===== src/rtl/pwrfail_pkg.sv =====
package pwrfail_pkg;
  localparam int REG_W     = 8;
  localparam int LVL_BIT   = 7;
  localparam int WEN_BIT   = 6;
  localparam int FLAG_BIT  = 0;
  localparam logic [REG_W-1:0] RST_VAL = 8'h81;
endpackage


===== src/rtl/pwrfail_wave_div.sv =====
module pwrfail_wave_div #(
  parameter int HALF_TICKS = 32
) (
  input  logic clk,
  input  logic rst,
  input  logic tick_in,
  output logic wave
);
  localparam int CW = (HALF_TICKS > 1) ? $clog2(HALF_TICKS) : 1;
  localparam logic [CW-1:0] LAST = CW'(HALF_TICKS - 1);

  logic [CW-1:0] cnt_q;
  logic          wave_q;

  always_ff @(posedge clk) begin
    if (rst) begin
      cnt_q  <= '0;
      wave_q <= 1'b0;
    end else if (tick_in) begin
      if (cnt_q == LAST) begin
        cnt_q  <= '0;
        wave_q <= ~wave_q;
      end else begin
        cnt_q <= cnt_q + 1'b1;
      end
    end
  end

  assign wave = wave_q;

  p_wave_hold_r5: assert property (@(posedge clk) disable iff (rst)
    !tick_in |=> $stable(wave_q));
endmodule


===== src/rtl/pwrfail_ctrl_reg.sv =====
module pwrfail_ctrl_reg
  import pwrfail_pkg::*;
(
  input  logic             clk,
  input  logic             rst,
  input  logic             reg_wr,
  input  logic [REG_W-1:0] reg_wdata,
  input  logic             space_wr,
  output logic             lvl,
  output logic             wen,
  output logic             flag
);
  logic lvl_q, wen_q, flag_q;

  always_ff @(posedge clk) begin
    if (rst) begin
      lvl_q  <= RST_VAL[LVL_BIT];
      wen_q  <= RST_VAL[WEN_BIT];
      flag_q <= RST_VAL[FLAG_BIT];
    end else begin
      if (reg_wr) begin
        lvl_q <= reg_wdata[LVL_BIT];
        wen_q <= reg_wdata[WEN_BIT];
      end
      if (reg_wr || space_wr) flag_q <= 1'b0;
    end
  end

  assign lvl  = lvl_q;
  assign wen  = wen_q;
  assign flag = flag_q;

  p_flag_sticky_r4: assert property (@(posedge clk) disable iff (rst)
    !flag_q |=> !flag_q);
  p_flag_clear_r4: assert property (@(posedge clk) disable iff (rst)
    (reg_wr || space_wr) |=> !flag_q);
  p_hold_nowr_r3: assert property (@(posedge clk) disable iff (rst)
    !reg_wr |=> ($stable(lvl_q) && $stable(wen_q)));
endmodule


===== src/rtl/pwrfail_pin_ctl.sv =====
module pwrfail_pin_ctl
  import pwrfail_pkg::*;
#(
  parameter int HALF_TICKS = 32
) (
  input  logic             clk,
  input  logic             rst,
  input  logic             tick_in,
  input  logic             reg_wr,
  input  logic [REG_W-1:0] reg_wdata,
  input  logic             space_wr,
  output logic [REG_W-1:0] rdata,
  output logic             pin_out
);
  logic lvl, wen, flag, wave, pin_q;

  pwrfail_ctrl_reg u_reg (
    .clk(clk), .rst(rst), .reg_wr(reg_wr), .reg_wdata(reg_wdata),
    .space_wr(space_wr), .lvl(lvl), .wen(wen), .flag(flag)
  );

  pwrfail_wave_div #(.HALF_TICKS(HALF_TICKS)) u_div (
    .clk(clk), .rst(rst), .tick_in(tick_in), .wave(wave)
  );

  always_comb begin
    rdata           = '0;
    rdata[LVL_BIT]  = lvl;
    rdata[WEN_BIT]  = wen;
    rdata[FLAG_BIT] = flag;
  end

  always_ff @(posedge clk) begin
    if (rst) pin_q <= RST_VAL[LVL_BIT];
    else     pin_q <= wen ? wave : lvl;
  end

  assign pin_out = pin_q;

  p_pin_wave_r5: assert property (@(posedge clk) disable iff (rst)
    wen |=> (pin_out == $past(wave)));
  p_pin_level_r6: assert property (@(posedge clk) disable iff (rst)
    !wen |=> (pin_out == $past(lvl)));
endmodule


===== config.mk =====
export PLATFORM = sky130hd
export DESIGN_NAME = pwrfail_pin_ctl
export DESIGN_NICKNAME = d
export VERILOG_FILES = /design/src/rtl/pwrfail_pkg.sv /design/src/rtl/pwrfail_wave_div.sv /design/src/rtl/pwrfail_ctrl_reg.sv /design/src/rtl/pwrfail_pin_ctl.sv
export SDC_FILE = /design/constraint.sdc
export NUM_CORES = 1
export LEC_CHECK = 0
export BUFFER_PORTS_ARGS = -buffer_cell sky130_fd_sc_hd__buf_2
export CELL_PAD_IN_SITES_DETAIL_PLACEMENT = 1
export CELL_PAD_IN_SITES_GLOBAL_PLACEMENT = 1
export CORE_MARGIN = 4
export CORE_UTILIZATION = 33
export DETAILED_ROUTE_END_ITERATION = 7
export PLACE_DENSITY = 0.82
export SLEW_MARGIN = 10
export SYNTH_ARGS = -nofsm -noshare
export SYNTH_HDL_FRONTEND = slang
export SYNTH_SLANG_ARGS = --single-unit
export TNS_END_PERCENT = 5

===== constraint.sdc =====
create_clock -name clk -period 4.3 [get_ports clk]
set_clock_uncertainty 0.1 [all_clocks]
set_input_delay 0.43 -clock clk [delete_from_list [all_inputs] [get_ports clk]]
set_output_delay 0.43 -clock clk [all_outputs]
set_load 0.005 [all_outputs]

==> reports/summary.txt <==
Worst path most repeated cell = ha_1
Filler cells = 165
Port Buffers = 10
IO Pins = 22
Final hold vios = 0
1st-iter DRT viols = 0
Outcome = finished, final reports clean
Final #Nets = 75
Minimum clock period = 1680 ps
DR pass1 iterations = 1
Total Power = 0.202 mW
DR vias = 350
Number of global-route vias before repair = 345
Fin Hold WS = 281 ps
CTS Buf Count = 3
Leading area contributor after synthesis = dfxtp_1
Die ar. = 0.00215 mm2
CP max FO = 5
DR vias/cell = 4.73
Largest net degree at the start of global routing = 11
Clk sinks = 10
Post-synth ARST share = 0
TNS Setup = 0 ps
Main flop type after synthesis = dfxtp_1
RSZ-0062 raised after global routing = false
Clock-pin slew on the worst setup and hold paths = 70 ps
Area contributors post-synth = dfxtp_1 41%, buf_4 12%, mux2i_1 6.2%, ha_1 5.2%, nor2_1 3.9%
Synthesized area = 485 um2
Hold WC Path Type = in -> reg
Req. time, crit path = 4400 ps
Slew Limit Fails = 0
Antenna viol nets, final = 0
Longest Clk Path Bufs = 2
Maxcap violations = 0
CP arrival = 1780 ps
Residual DRC = 0
Top cells by count, synth = 10 x dfxtp_1, 8 x buf_4, 5 x nor2_1, 3 x a21oi_1, 3 x mux2i_1
WL final = 901 um
#FFs+latches synth = 10
TritonCTS clock tree = built
Syn Inst Count = 51
Number of synthesized flops with an enable pin = 0
DR WL/cell = 12.2 um
Crit Path Class = reg -> reg
Fmax = 0.596 GHz
Row Count = 13
Seq/Total Area, Yosys = 0.412
Root Driver = clkbuf_4
Die X = 46.4 um
Finished layout cell area = 531 um2
Worst setup margin = 2620 ps
# setup viols final = 0
Unique masters post-synth = 22
CP max stage delay = 360 ps
Top-count cell post-synth = dfxtp_1
GPL Wtd Cong = 0.699
Initial Util = 0.360
Setup Buffers After CTS = 0
Worst VDD drop = 0.149 mV
Crit path cell chain = ha_1 > and3_1 > ha_1 > or3b_1 > a21oi_1
Die H = 46.4 um
Clock latency on the worst-skew pair = 260 ps
CTS Hold Buffers Added = 0
Syn_area_per_cell = 9.52 um2
Core area = 0.00135 mm2
Cell Pwr Density = 381 mW/mm2
Final cell count without fillers = 74
Critical path's top delay family = simple AND/OR/NAND/NOR gates
CP Buf/Inv Count = 0
Endpoint class of the critical path = flop
First-pass GRT wire length = 1.48 mm
# diodes = 0
Cts repair resizes = 0
Initial antenna violation count = 0
H-tree depth = 1
Fin crit share = 0.390
Slowest cell on crit path = or3b_1
Synth warnings = 0
Total Routing Usage GR = 0.101
Grt ovf = 0
Placed Cells = 70
Final Util = 0.393
Top cell type's share of synthesized area = 0.412
Place WS = 2640 ps
Area after DPL = 494 um2
Layout Area Growth over Synthesis = 9.28%
Layout cells sized above 1 = 0.237
Static leakage = 0.245 nW
Startpoint Class = flop
cells by family after synthesis:
family                     share of synthesized area
adders and majority gates                     0.0515
xor gates and xnor gates                      0.0180
buffers and inverters                          0.155
and+or+nand+nor                                0.216
muxes                                         0.0619
other                                        0.00772
AOI/OAI and AO/OA                             0.0773
DFF                                            0.412
final timing paths:
check / end / cells after the start / slack [ps] / start
max: u_div.cnt_q[0]$_SDFFE_PP0P_ / 5 / 2620 / u_div.cnt_q[0]$_SDFFE_PP0P_
min: u_reg.lvl$_SDFFE_PP1P_ / 2 / 280 / reg_wdata[7]
max reg2reg: u_div.cnt_q[0]$_SDFFE_PP0P_ / 5 / 2620 / u_div.cnt_q[0]$_SDFFE_PP0P_
min reg2reg: u_div.cnt_q[3]$_SDFFE_PP0P_ / 2 / 400 / u_div.cnt_q[3]$_SDFFE_PP0P_
cells in the final DEF (no fill, tap or decap), drive strengths merged:
master	Yosys	routed
a21oi	3	3
nand3	1	1
a211o	2	2
mux2i	3	3
ha	2	2
and3	1	1
nand2b	1	1
o21ai	1	1
nor2	5	5
xor2	1	1
conb	1	5
clkbuf	1	4
nand2	1	1
or2	1	1
buf	9	10
nand4	2	2
nor2b	2	2
or3b	1	1
nor3b	2	2
dfxtp	10	10
nor4bb	1	1
worst register-to-register path: cells and delay by family, from the launching register on:
| family | cells | cell delay (ps) |
|---|---|---|
| AO/OA/AOI/OAI | 1 | 150 |
| adder cells (fa/ha/maj) | 2 | 470 |
| flip-flops | 1 | 350 |
| AND/OR/NAND/NOR | 2 | 550 |
routing by layer:
layer	vias to the layer above	global-route usage	routed length (um)
li1	176	-	-
met1	163	0.109	392
met2	11	0.162	455
met3	0	0.0586	53
met4	0	0.0341	0
met5	-	0	0
where the power goes:
| part | total, mW | switching [mW] | internal (mW) |
|---|---|---|---|
| Clock | 0.0846 | 0.0332 | 0.0514 |
| Sequential | 0.0997 | 0.00304 | 0.0966 |
| Combinational | 0.0179 | 0.00889 | 0.00900 |
| Total | 0.202 | 0.0451 | 0.157 |
layout make-up:
cell class | count | area [um2] | share of cell area
sequential | 10 | 200 | 0.377
timing repair buffer | 10 | 50.0 | 0.0943
clock buffer | 4 | 36.3 | 0.0684
multi-input combinational | 35 | 225 | 0.425
tap | 15 | 18.8 | 0.0354
state kept, by name, summed over array words and instances (netlist names):
signal	count
u_reg.flag	1
u_reg.wen	1
u_reg.lvl	1
u_div.cnt_q	5
u_div.wave	1
pin_out	1
(Power assumes the default switching activity.)
